**config.mk**
```make
export PLATFORM = sky130hd
export DESIGN_NAME = elapsed_timer
export DESIGN_NICKNAME = d
export VERILOG_FILES = /design/src/rtl/elt_pkg.sv /design/src/rtl/elt_unit.sv /design/src/rtl/elt_interval.sv /design/src/rtl/elapsed_timer.sv
export SDC_FILE = /design/constraint.sdc
export NUM_CORES = 1
export LEC_CHECK = 0
export BUFFER_PORTS_ARGS = -buffer_cell sky130_fd_sc_hd__buf_2
export CORE_MARGIN = 3
export CORE_UTILIZATION = 50
export DETAILED_ROUTE_END_ITERATION = 7
export GPL_ROUTABILITY_DRIVEN = 0
export PLACE_DENSITY = 0.68
export SLEW_MARGIN = 10
export SYNTH_ARGS = -nofsm -noshare
export SYNTH_HDL_FRONTEND = slang
export SYNTH_HIERARCHICAL = 1
export SYNTH_SLANG_ARGS = --single-unit
```
**constraint.sdc**
```tcl
create_clock -name clk -period 4.3 [get_ports clk]
set_input_delay 1.075 -clock clk [delete_from_list [all_inputs] [get_ports clk]]
set_output_delay 1.075 -clock clk [all_outputs]
set_load 0.05 [all_outputs]
```
**src/rtl/elt_pkg.sv**
```systemverilog
package elt_pkg;
    localparam int DW        = 8;
    localparam int AW        = 3;
    localparam int NUM_UNITS = 4;

    localparam logic [AW-1:0] A_CTRL   = 3'd0;
    localparam logic [AW-1:0] A_FRAC   = 3'd1;
    localparam logic [AW-1:0] A_SEC    = 3'd2;
    localparam logic [AW-1:0] A_MIN    = 3'd3;
    localparam logic [AW-1:0] A_HOUR   = 3'd4;
    localparam logic [AW-1:0] A_TARGET = 3'd5;
    localparam logic [AW-1:0] A_COUNT  = 3'd6;

    localparam int C_RUN  = 0;
    localparam int C_IEN  = 1;
    localparam int C_FLAG = 2;
    localparam int C_ONE  = 3;
    localparam int C_BASE = 4;

    typedef struct packed {
        logic          run;
        logic          single;
        logic [1:0]    base;
        logic [DW-1:0] target;
    } ctl_t;

    typedef struct packed {
        logic          en;
        logic          flag;
        logic [DW-1:0] cnt;
    } ivl_t;
endpackage

```
**src/rtl/elt_unit.sv**
```systemverilog
module elt_unit #(
    parameter int W     = 8,
    parameter int LIMIT = 60
) (
    input  logic         clk,
    input  logic         rst_n,
    input  logic         step_i,
    input  logic         load_i,
    input  logic [W-1:0] load_val_i,
    output logic [W-1:0] val_o,
    output logic         wrap_o
);
    localparam logic [W-1:0] LAST = W'(LIMIT - 1);

    logic [W-1:0] val_d, val_q;

    assign wrap_o = step_i && (val_q >= LAST);
    assign val_o  = val_q;

    always_comb begin
        val_d = val_q;
        if (load_i) begin
            val_d = load_val_i;
        end else if (step_i) begin
            val_d = wrap_o ? '0 : val_q + 1'b1;
        end
    end

    always_ff @(posedge clk or negedge rst_n) begin
        if (!rst_n) val_q <= '0;
        else        val_q <= val_d;
    end
endmodule

```
**src/rtl/elt_interval.sv**
```systemverilog
module elt_interval
    import elt_pkg::*;
(
    input  logic                 clk,
    input  logic                 rst_n,
    input  logic [NUM_UNITS-1:0] evt_i,
    input  logic [1:0]           base_i,
    input  logic                 single_i,
    input  logic [DW-1:0]        target_i,
    input  logic                 ctrl_wr_i,
    input  logic                 wr_en_bit_i,
    input  logic                 wr_flag_bit_i,
    output logic                 en_o,
    output logic                 flag_o,
    output logic                 hit_o,
    output logic [DW-1:0]        cnt_o
);
    ivl_t          st_d, st_q;
    logic          adv;
    logic [DW-1:0] cnt_inc;

    assign adv     = st_q.en && !ctrl_wr_i && evt_i[base_i];
    assign cnt_inc = st_q.cnt + 1'b1;
    assign hit_o   = adv && (cnt_inc == target_i);

    always_comb begin
        st_d = st_q;
        if (hit_o) begin
            st_d.cnt  = '0;
            st_d.flag = 1'b1;
            st_d.en   = !single_i;
        end else if (adv) begin
            st_d.cnt = cnt_inc;
        end
        if (ctrl_wr_i) begin
            st_d.en   = wr_en_bit_i;
            st_d.flag = wr_flag_bit_i;
            if (!wr_en_bit_i) st_d.cnt = '0;
        end
    end

    always_ff @(posedge clk or negedge rst_n) begin
        if (!rst_n) st_q <= '0;
        else        st_q <= st_d;
    end

    assign en_o   = st_q.en;
    assign flag_o = st_q.flag;
    assign cnt_o  = st_q.cnt;
endmodule

```
**src/rtl/elapsed_timer.sv**
```systemverilog
module elapsed_timer
    import elt_pkg::*;
#(
    parameter int TICKS_PER_SEC = 128,
    parameter int SEC_PER_MIN   = 60,
    parameter int MIN_PER_HOUR  = 60,
    parameter int HOUR_PER_DAY  = 24
) (
    input  logic          clk,
    input  logic          rst_n,
    input  logic          tick,
    input  logic          wr_en,
    input  logic [AW-1:0] addr,
    input  logic [DW-1:0] wr_data,
    output logic [DW-1:0] rd_data,
    output logic          irq
);
    ctl_t                           ctl_d, ctl_q;
    logic                           ctrl_wr;
    logic                           run_w, single_w;
    logic [NUM_UNITS-1:0]           step, wrap;
    logic [NUM_UNITS-1:0][DW-1:0]   unit_val;
    logic                           ival_en, ival_flag, ival_hit;
    logic [DW-1:0]                  ival_cnt;

    assign ctrl_wr  = wr_en && (addr == A_CTRL);
    assign run_w    = ctl_q.run;
    assign single_w = ctl_q.single;
    assign step[0]  = run_w && tick;

    generate
        for (genvar g = 0; g < NUM_UNITS; g++) begin : g_unit
            localparam int LIM = (g == 0) ? TICKS_PER_SEC :
                                 (g == 1) ? SEC_PER_MIN   :
                                 (g == 2) ? MIN_PER_HOUR  : HOUR_PER_DAY;
            localparam logic [AW-1:0] MY_ADDR = AW'(g + 1);
            if (g > 0) begin : g_chain
                assign step[g] = wrap[g-1];
            end
            elt_unit #(.W(DW), .LIMIT(LIM)) u_unit (
                .clk        (clk),
                .rst_n      (rst_n),
                .step_i     (step[g]),
                .load_i     (wr_en && (addr == MY_ADDR)),
                .load_val_i (wr_data),
                .val_o      (unit_val[g]),
                .wrap_o     (wrap[g])
            );
        end
    endgenerate

    elt_interval u_ival (
        .clk           (clk),
        .rst_n         (rst_n),
        .evt_i         (step),
        .base_i        (ctl_q.base),
        .single_i      (ctl_q.single),
        .target_i      (ctl_q.target),
        .ctrl_wr_i     (ctrl_wr),
        .wr_en_bit_i   (wr_data[C_IEN]),
        .wr_flag_bit_i (wr_data[C_FLAG]),
        .en_o          (ival_en),
        .flag_o        (ival_flag),
        .hit_o         (ival_hit),
        .cnt_o         (ival_cnt)
    );

    always_comb begin
        ctl_d = ctl_q;
        if (ctrl_wr) begin
            ctl_d.run    = wr_data[C_RUN];
            ctl_d.single = wr_data[C_ONE];
            ctl_d.base   = wr_data[C_BASE+1:C_BASE];
        end
        if (wr_en && (addr == A_TARGET)) ctl_d.target = wr_data;
    end

    always_ff @(posedge clk or negedge rst_n) begin
        if (!rst_n) ctl_q <= '0;
        else        ctl_q <= ctl_d;
    end

    always_comb begin
        case (addr)
            A_CTRL:   rd_data = {1'b0, 1'b1, ctl_q.base, ctl_q.single,
                                 ival_flag, ival_en, ctl_q.run};
            A_FRAC:   rd_data = unit_val[0];
            A_SEC:    rd_data = unit_val[1];
            A_MIN:    rd_data = unit_val[2];
            A_HOUR:   rd_data = unit_val[3];
            A_TARGET: rd_data = ctl_q.target;
            A_COUNT:  rd_data = ival_cnt;
            default:  rd_data = '0;
        endcase
    end

    assign irq = ival_flag;
endmodule

```
==> results of run 1 <==
## metal layers
| layer | GRT usage (%) | vias up | wire length, um |
|---|---|---|---|
| met1 | 36.8 | 1622 | 4750 |
| met4 | 7.33 | 0 | 188 |
| li1 | - | 1541 | - |
| met3 | 3.39 | 17 | 689 |
| met2 | 36.6 | 121 | 4720 |
| met5 | 0 | - | 0 |
## how the worst max path moves through the flow
stage,start,to,slack (ps),cells after the start
4_1_cts,tick,u_ival/cnt_o[2]$_DFF_PN0_,650,14
6_report,tick,u_ival/cnt_o[2]$_DFF_PN0_,630,14
3_5_place_dp,tick,u_ival/cnt_o[2]$_DFF_PN0_,310,14
2_1_floorplan,tick,u_ival/cnt_o[0]$_DFF_PN0_,640,16
5_1_grt,tick,u_ival/cnt_o[2]$_DFF_PN0_,330,14
3_3_place_gp,tick,u_ival/cnt_o[0]$_DFF_PN0_,490,14
## sequential cells by signal (all words and copies together) (netlist names)
signal,count
g_unit.u_unit/val_o,32
ctl_q,10
run_w,1
u_ival/cnt_o,8
u_ival/en_o,1
single_w,1
u_ival/flag_o,1
## through the flow
stage                     hold WS, ps  worst slack, ps  util (%)  power, W  instances
final                             575              625      56.1   0.00205        515
after CTS                         572              654      56.1   0.00205        515
after detailed placement          555              313      54.6   0.00169        507
after floorplan                   490              642         -   0.00148        402
after global placement            547              488      54.6   0.00168        507
after global routing              608              334      56.1   0.00219        515
## layout make-up
type | count | area (um2) | share of cell area, %
inverters | 9 | 33.8 | 0.805
flip-flops and latches | 54 | 1350 | 32.2
clock inverters | 3 | 43.8 | 1.04
clock buffers | 5 | 68.8 | 1.64
well taps | 99 | 124 | 2.95
multi-input cells | 315 | 2410 | 57.4
repair buffers | 30 | 168 | 3.99
## placed cells by master (no fill, tap or decap), types with 10 or more instances in the layout
| cell type | instances |
|---|---|
| buf_2 | 23 |
| mux2_2 | 16 |
| dfrtp_1 | 54 |
| nor2_1 | 17 |
| nand2_1 | 32 |
| nor2b_1 | 10 |
| nand3_1 | 12 |
| o21ai_0 | 16 |
| a21oi_1 | 24 |
| mux2i_1 | 14 |
## power by group through the flow
stage	combinational [W]	clock (W)	sequential, W
2_1_floorplan	0.000660	0	0.000818
3_3_place_gp	0.000780	0	0.000897
3_5_place_dp	0.000793	0	0.000901
4_1_cts	0.000794	0.000364	0.000891
5_1_grt	0.000884	0.000379	0.000922
6_report	0.000796	0.000353	0.000897
==> results.py, run 1 <==
metrics = {
    "synth": {
        "yosysWarnings": 6,
        "synth_area_um2": 3980,
        "postSynthAreaPerCell_um2": 9.90,
        "syn-num-nets": 422,
        "netlist_instances": 402,
    },
    "die": {
        "core_area_um2": 7490,
        "die_h_um": 95.2,
        "die_area_um2": 9070,
        "die_width_um": 95.2,
        "ios": 24,
        "num_rows": 31,
        "start_util_pct": 53.2,
    },
    "timing": {
        "period_share_pct": 85.5,
        "fin_crit_ps": 3670,
        "drv_slew": 0,
        "slew_headroom_pct": 40.8,
        "worst_slew_pin_slew_ps": 884,
        "setup_viol": 0,
        "finalHoldViolations": 0,
        "setup-tns-final_ps": 0,
        "rsz0062_at_grt": "no",
        "clock_skew_ps": 7.81,
        "fmax_mhz": 272,
    },
    "finish": {
        "num_antenna_cells": 0,
        "drive_above_1_share_pct": 22.4,
        "nNetsFinal": 435,
        "area_growth_pct": 5.47,
        "nFillCells": 656,
        "fin_area_um2": 4200,
    },
    "run_status": {
        "outcome": "completed",
    },
    "clock_tree": {
        "worstSkewPairLatency_ps": 320,
        "cts_htree_levels": 2,
        "cts_sinks": 54,
        "clk_transition_reported_paths_ps": 100,
        "cts_inserted_buffers": 5,
        "post_cts_buffers": 0,
        "cts-root-buf": "clkbuf_8",
        "cts_resized": 0,
        "clockBufferDepth": 2,
        "cts_hold_buf": 0,
        "cts_tree": "done",
    },
    "critical_path": {
        "crit_arrival_ps": 3850,
        "critical_path.top_delay_family": "compound AO/OA/AOI/OAI gates",
        "crit_top_cell": "inv_1",
        "cp-start-kind": "primary input",
        "crit_slowest_cell": "o2111a_2",
        "reg2reg_to": "u_ival/cnt_o[2]$_DFF_PN0_",
        "crit_required_ps": 4470,
        "crit_fanout": 10,
        "end_kind": "flip-flop",
        "r2r_setup_slack_ps": 1040,
        "worstPathCellList": "buf_2 > and2_1 > inv_1 > nor2_1 > inv_1 > a21oi_1 > inv_1 > a21oi_1 > buf_4 > mux2i_1 > a2bb2oi_4 > nor3_1 > o2111a_2 > a211oi_1",
        "r2r-start": "run_w$_DFFE_PN0P_",
        "critical_path.max_stage_delay_ps": 380,
        "critPathBufInv": 5,
        "rr_worst_depth": 13,
        "criticalPathCategory": "primary input to flip-flop",
    },
    "routing": {
        "first_iter_violations": 301,
        "viasPerCell": 6.41,
        "drtPass1Iterations": 5,
        "wl_per_cell_um": 20.1,
        "wl_um": 10400,
        "vias": 3301,
        "ant_nets": 0,
        "drc": 0,
    },
    "global_route": {
        "grt-ovfl-total": 0,
        "grt_max_degree": 31,
        "track_usage_pct": 24.5,
        "grt_pass1_vias": 3080,
        "grt_pass1_wl_um": 16900,
        "antenna_found_initial": 0,
    },
    "power": {
        "pwr-share-clk_pct": 17.2,
        "p_switching_w": 0.000853,
        "powerDensity_nw_per_um2": 487,
        "p_seq_share_pct": 43.8,
        "leakagePower_nw": 1.72,
        "ir_drop_mv": 0.296,
        "internal_power_w": 0.00119,
        "switching_share_pct": 41.7,
        "pwr-share-comb_pct": 38.9,
    },
    "placed_design": {
        "io_buffer_count": 23,
        "hpwl_um": 7610,
        "placed_area_um2": 4090,
    },
    "hold_path": {
        "hold_path_end": "run_w$_DFFE_PN0P_",
        "min_from": "run_w$_DFFE_PN0P_",
        "min_path_cells": 1,
        "hp-class": "flip-flop to flip-flop",
    },
    "job": {
        "maxCapViolCount": 0,
    },
}
Power figures use the tool's default switching activity.
==> run 2, diff against run 1 <==
- CORE_ASPECT_RATIO: unset -> 0.7
==> run 2 against run 1 <==
  * Critical path depth fell by 9
  * Clock skew fell by 2.1 ps
  * Maximum frequency rose by 1.1%
  * Global-route usage fell by 0.15 points
  * Non-clock buffer count did not move
  * Cell count fell by 0.19%
  * Flip-flop and latch count did not move
  * Register-to-register slack got worse by 60 ps
  * Combinational power rose by 1%
  * Power rose by 3.9%
  * Critical endpoint is now rd_data[5]
==> results.py, run 2 (synthesis gave the netlist of run 1 again) <==
metrics = {
    "critical_path": {
        "criticalPathCategory": "primary input to output pin",
        "critical_path.max_stage_delay_ps": 410,
        "rr_worst_depth": 14,
        "worstPathCellList": "buf_2 > mux2_2 > a221oi_1 > nor2_1 > buf_2",
        "reg2reg_to": "u_ival/cnt_o[5]$_DFF_PN0_",
        "crit_arrival_ps": 2560,
        "r2r_setup_slack_ps": 980,
        "cp-start-kind": "primary input",
        "startpoint": "addr[1]",
        "crit_slowest_cell": "buf_2",
        "end_kind": "output pin",
        "crit_required_ps": 3220,
        "crit_top_cell": "buf_2",
        "r2r-start": "g_unit[0].u_unit/val_o[0]$_DFFE_PN0P_",
        "crit_fanout": 25,
    },
    "routing": {
        "wl_per_cell_um": 20.5,
        "vias": 3297,
        "first_iter_violations": 404,
        "wl_um": 10500,
        "drc": 0,
        "viasPerCell": 6.41,
        "drtPass1Iterations": 5,
        "ant_nets": 0,
    },
    "clock_tree": {
        "clk_transition_reported_paths_ps": 70,
        "cts_sinks": 54,
        "post_cts_buffers": 0,
        "cts_hold_buf": 0,
        "cts_htree_levels": 2,
        "cts_inserted_buffers": 5,
        "cts-root-buf": "clkbuf_16",
        "worstSkewPairLatency_ps": 300,
        "clockBufferDepth": 2,
        "cts_tree": "done",
        "cts_resized": 0,
    },
    "placed_design": {
        "hpwl_um": 7790,
        "io_buffer_count": 23,
        "placed_area_um2": 4090,
    },
    "global_route": {
        "antenna_found_initial": 0,
        "grt_max_degree": 33,
        "grt_pass1_vias": 3117,
        "grt-ovfl-total": 0,
        "grt_pass1_wl_um": 17200,
        "track_usage_pct": 24.4,
    },
    "die": {
        "ios": 24,
        "die_h_um": 80.7,
        "start_util_pct": 53.0,
        "core_area_um2": 7510,
        "num_rows": 26,
        "die_area_um2": 9090,
        "die_width_um": 113,
    },
    "timing": {
        "setup_viol": 0,
        "setup-tns-final_ps": 0,
        "rsz0062_at_grt": "no",
        "clock_skew_ps": 5.75,
        "slew_headroom_pct": 40.9,
        "fin_crit_ps": 3630,
        "drv_slew": 0,
        "fmax_mhz": 275,
        "period_share_pct": 84.5,
        "finalHoldViolations": 0,
        "holdWs_ps": 558,
        "worst_slew_pin_slew_ps": 883,
    },
    "finish": {
        "fin_area_um2": 4230,
        "nFillCells": 662,
        "most-common-layout-cells": "dfrtp_1, nand2_1, a21oi_1",
        "drive_above_1_share_pct": 22.1,
        "fin_util_pct": 56.3,
        "nNetsFinal": 435,
        "area_growth_pct": 6.32,
        "layout_commonest_cell": "dfrtp_1",
        "num_antenna_cells": 0,
        "largest_register_ffs": 32,
    },
    "hold_path": {
        "hp-class": "flip-flop to flip-flop",
        "min_path_cells": 1,
        "hold_path_end": "run_w$_DFFE_PN0P_",
        "min_from": "run_w$_DFFE_PN0P_",
    },
    "run_status": {
        "outcome": "completed",
    },
    "power": {
        "powerDensity_nw_per_um2": 502,
        "ir_drop_mv": 0.239,
        "leakagePower_nw": 1.74,
    },
    "job": {
        "maxCapViolCount": 0,
    },
}
-- run 2: changes by cell type in the layout (fill, tap and decap cells not counted) --
cell,change
inv_6,-1
bufinv_16,-1
clkbuf_8,-4
clkbuf_16,+5
clkbuf_1,+1
-- run 2: per-layer routing --
layer	GRT usage [%]	vias up	wire (um)
met5	0	-	0
met4	6.12	0	183
met3	4.22	16	683
met2	34.3	114	4340
met1	38.2	1618	5350
li1	-	1549	-
-- run 2: per-stage QoR --
| stage | instances | total power, W | worst slack [ps] |
|---|---|---|---|
| global route | 514 | 0.00226 | 586 |
| floorplan | 402 | 0.00148 | 642 |
| global placement | 506 | 0.00169 | 680 |
| CTS | 514 | 0.00212 | 667 |
| finish | 514 | 0.00213 | 665 |
| detailed placement | 506 | 0.00170 | 634 |
-- run 2: power breakdown --
part	switching [W]	internal, W
Combinational	0.000431	0.000373
Clock	0.000184	0.000232
Sequential	0.000258	0.000648
Total	0.000873	0.00125
-- run 2: worst max-delay path by stage --
stage	endpoint	cells past startpoint
6_report	rd_data[5]	5
4_1_cts	rd_data[5]	5
5_1_grt	rd_data[6]	5
3_3_place_gp	rd_data[5]	5
3_5_place_dp	u_ival/cnt_o[4]$_DFF_PN0_	14
2_1_floorplan	u_ival/cnt_o[0]$_DFF_PN0_	16
-- run 2: worst max-delay path: cells and delay by family --
family	cells	cell delay [ps]
AND/OR/NAND/NOR	1	100
multiplexers	1	400
buffers and inverters	2	630
AO/OA/AOI/OAI	1	330
-- run 2: area by class of cell --
type | count | area (um2) | share of cell area (%)
clock inverters | 1 | 5.00 | 0.118
well taps | 98 | 123 | 2.90
inverters | 9 | 33.8 | 0.798
repair buffers | 30 | 168 | 3.96
multi-input cells | 315 | 2410 | 56.9
clock buffers | 7 | 143 | 3.37
flip-flops and latches | 54 | 1350 | 31.9
==> run 3, diff against run 2 <==
- PLACE_DENSITY: 0.68 -> 0.7
- clock period: 4.3 -> 3.2 ns (I/O delays scaled with it)
==> run 3 against run 2 <==
  * Count of clock-buffer cells in the layout decreased by 1
  * Sequential share of layout area decreased by 0.70 points
  * Hold slack got worse by 2.2 ps
  * Power increased by 37%
  * First-iteration DRC count increased by 4.2%
  * Largest cell class unchanged
  * Clock power increased by 37%
  * Highest routed layer unchanged
==> results.py, run 3 (synthesis gave the netlist of run 1 again) <==
metrics = {
    "run_status": {
        "outcome": "completed",
    },
    "timing": {
        "clock_skew_ps": 6.91,
        "rsz0062_at_grt": "no",
        "fmax_mhz": 328,
        "period_share_pct": 95.1,
        "setup-tns-final_ps": 0,
        "setup_viol": 0,
        "finalHoldViolations": 0,
        "drv_slew": 0,
        "holdWs_ps": 555,
        "slew_headroom_pct": 33.8,
        "fin_crit_ps": 3040,
        "worst_slew_pin_slew_ps": 993,
    },
    "job": {
        "maxCapViolCount": 0,
    },
    "routing": {
        "ant_nets": 0,
        "drtPass1Iterations": 5,
        "wl_um": 11300,
        "first_iter_violations": 421,
        "wl_per_cell_um": 21.5,
        "vias": 3446,
        "drc": 0,
        "viasPerCell": 6.56,
    },
    "placed_design": {
        "placedCellCount": 517,
        "hpwl_um": 8360,
        "io_buffer_count": 23,
    },
    "clock_tree": {
        "post_cts_buffers": 0,
        "worstSkewPairLatency_ps": 300,
        "cts_inserted_buffers": 5,
        "cts_sinks": 54,
        "clockBufferDepth": 2,
        "cts_tree": "done",
        "cts_htree_levels": 2,
        "cts-root-buf": "clkbuf_16",
        "clk_transition_reported_paths_ps": 70,
        "cts_resized": 0,
        "cts_hold_buf": 0,
    },
    "critical_path": {
        "crit_arrival_ps": 2240,
        "end_kind": "output pin",
        "crit_fanout": 19,
        "cp-start-kind": "primary input",
        "criticalPathCategory": "primary input to output pin",
        "crit_required_ps": 2400,
    },
    "power": {
        "leakagePower_nw": 1.79,
        "powerDensity_nw_per_um2": 672,
        "ir_drop_mv": 0.413,
    },
    "global_route": {
        "grt_max_degree": 42,
        "antenna_found_initial": 0,
        "track_usage_pct": 26.7,
        "grt_pass1_vias": 3397,
        "grt_pass1_wl_um": 18800,
        "grt-ovfl-total": 0,
    },
    "finish": {
        "num_antenna_cells": 0,
        "most-common-layout-cells": "dfrtp_1, nand2_1, a21oi_1",
        "drive_above_1_share_pct": 24.8,
        "nFillCells": 657,
        "fin_cells": 525,
        "nNetsFinal": 446,
        "largest_register_ffs": 32,
        "area_growth_pct": 8.71,
        "layout_commonest_cell": "dfrtp_1",
        "fin_util_pct": 57.6,
    },
    "die": {
        "core_area_um2": 7510,
        "die_h_um": 80.7,
        "die_area_um2": 9090,
        "die_width_um": 113,
        "start_util_pct": 53.0,
        "ios": 24,
        "num_rows": 26,
    },
    "hold_path": {
        "hp-class": "flip-flop to flip-flop",
    },
}
## run 3: cell count changes in the layout (fill, tap and decap cells not counted), sizes merged
cell | before | now
buf | 30 | 39
clkinvlp | 0 | 1
clkbuf | 7 | 8
## run 3: layout make-up
type                    count  area (um2)  area share (%)
clock inverters             2        12.5           0.289
multi-input cells         315        2410            55.8
clock buffers               6         139            3.21
inverters                   9        33.8           0.781
repair buffers             41         255            5.90
flip-flops and latches     54        1350            31.2
well taps                  98         123            2.83
## run 3: power by group
part | leakage, nW | switching [W] | internal, W | total (W)
combinational | 1.07 | 0.000606 | 0.000520 | 0.00113
sequential | 0.646 | 0.000344 | 0.000870 | 0.00121
clock | 0.0729 | 0.000257 | 0.000311 | 0.000568
## run 3: per-layer routing
metal	GRT usage, %	wire, um
met5	0	0
met4	9.60	276
met3	7.38	1020
met2	39.3	4730
met1	37.4	5240
## run 3: final timing paths
path,from,endpoint,slack [ps],depth (start not counted)
max,addr[0],rd_data[6],160,6
max reg2reg,g_unit[0].u_unit/val_o[1]$_DFFE_PN0P_,u_ival/cnt_o[0]$_DFF_PN0_,230,13
min,single_w$_DFFE_PN0P_,single_w$_DFFE_PN0P_,560,1
min in group asynchronous,rst_n,ctl_q[2]$_DFFE_PN0P_,650,1
max in group asynchronous,rst_n,g_unit[3].u_unit/val_o[5]$_DFFE_PN0P_,1830,2
min reg2reg,single_w$_DFFE_PN0P_,single_w$_DFFE_PN0P_,560,1
## run 3: through the flow
stage / area, um2 / setup WS, ps / power, W
final: 4330 / 156 / 0.00291
after global routing: 4330 / 66.8 / 0.00309
after floorplan: 3990 / 21.5 / 0.00199
after global placement: 4170 / 136 / 0.00228
after detailed placement: 4170 / 113 / 0.00233
after CTS: 4320 / 105 / 0.00290
## run 3: worst max-delay path, cell delays in order
cell,delay (ps)
clkbuf_4,230
buf_4,210
nor2b_1,270
a221oi_1,170
o211ai_1,260
buf_2,310
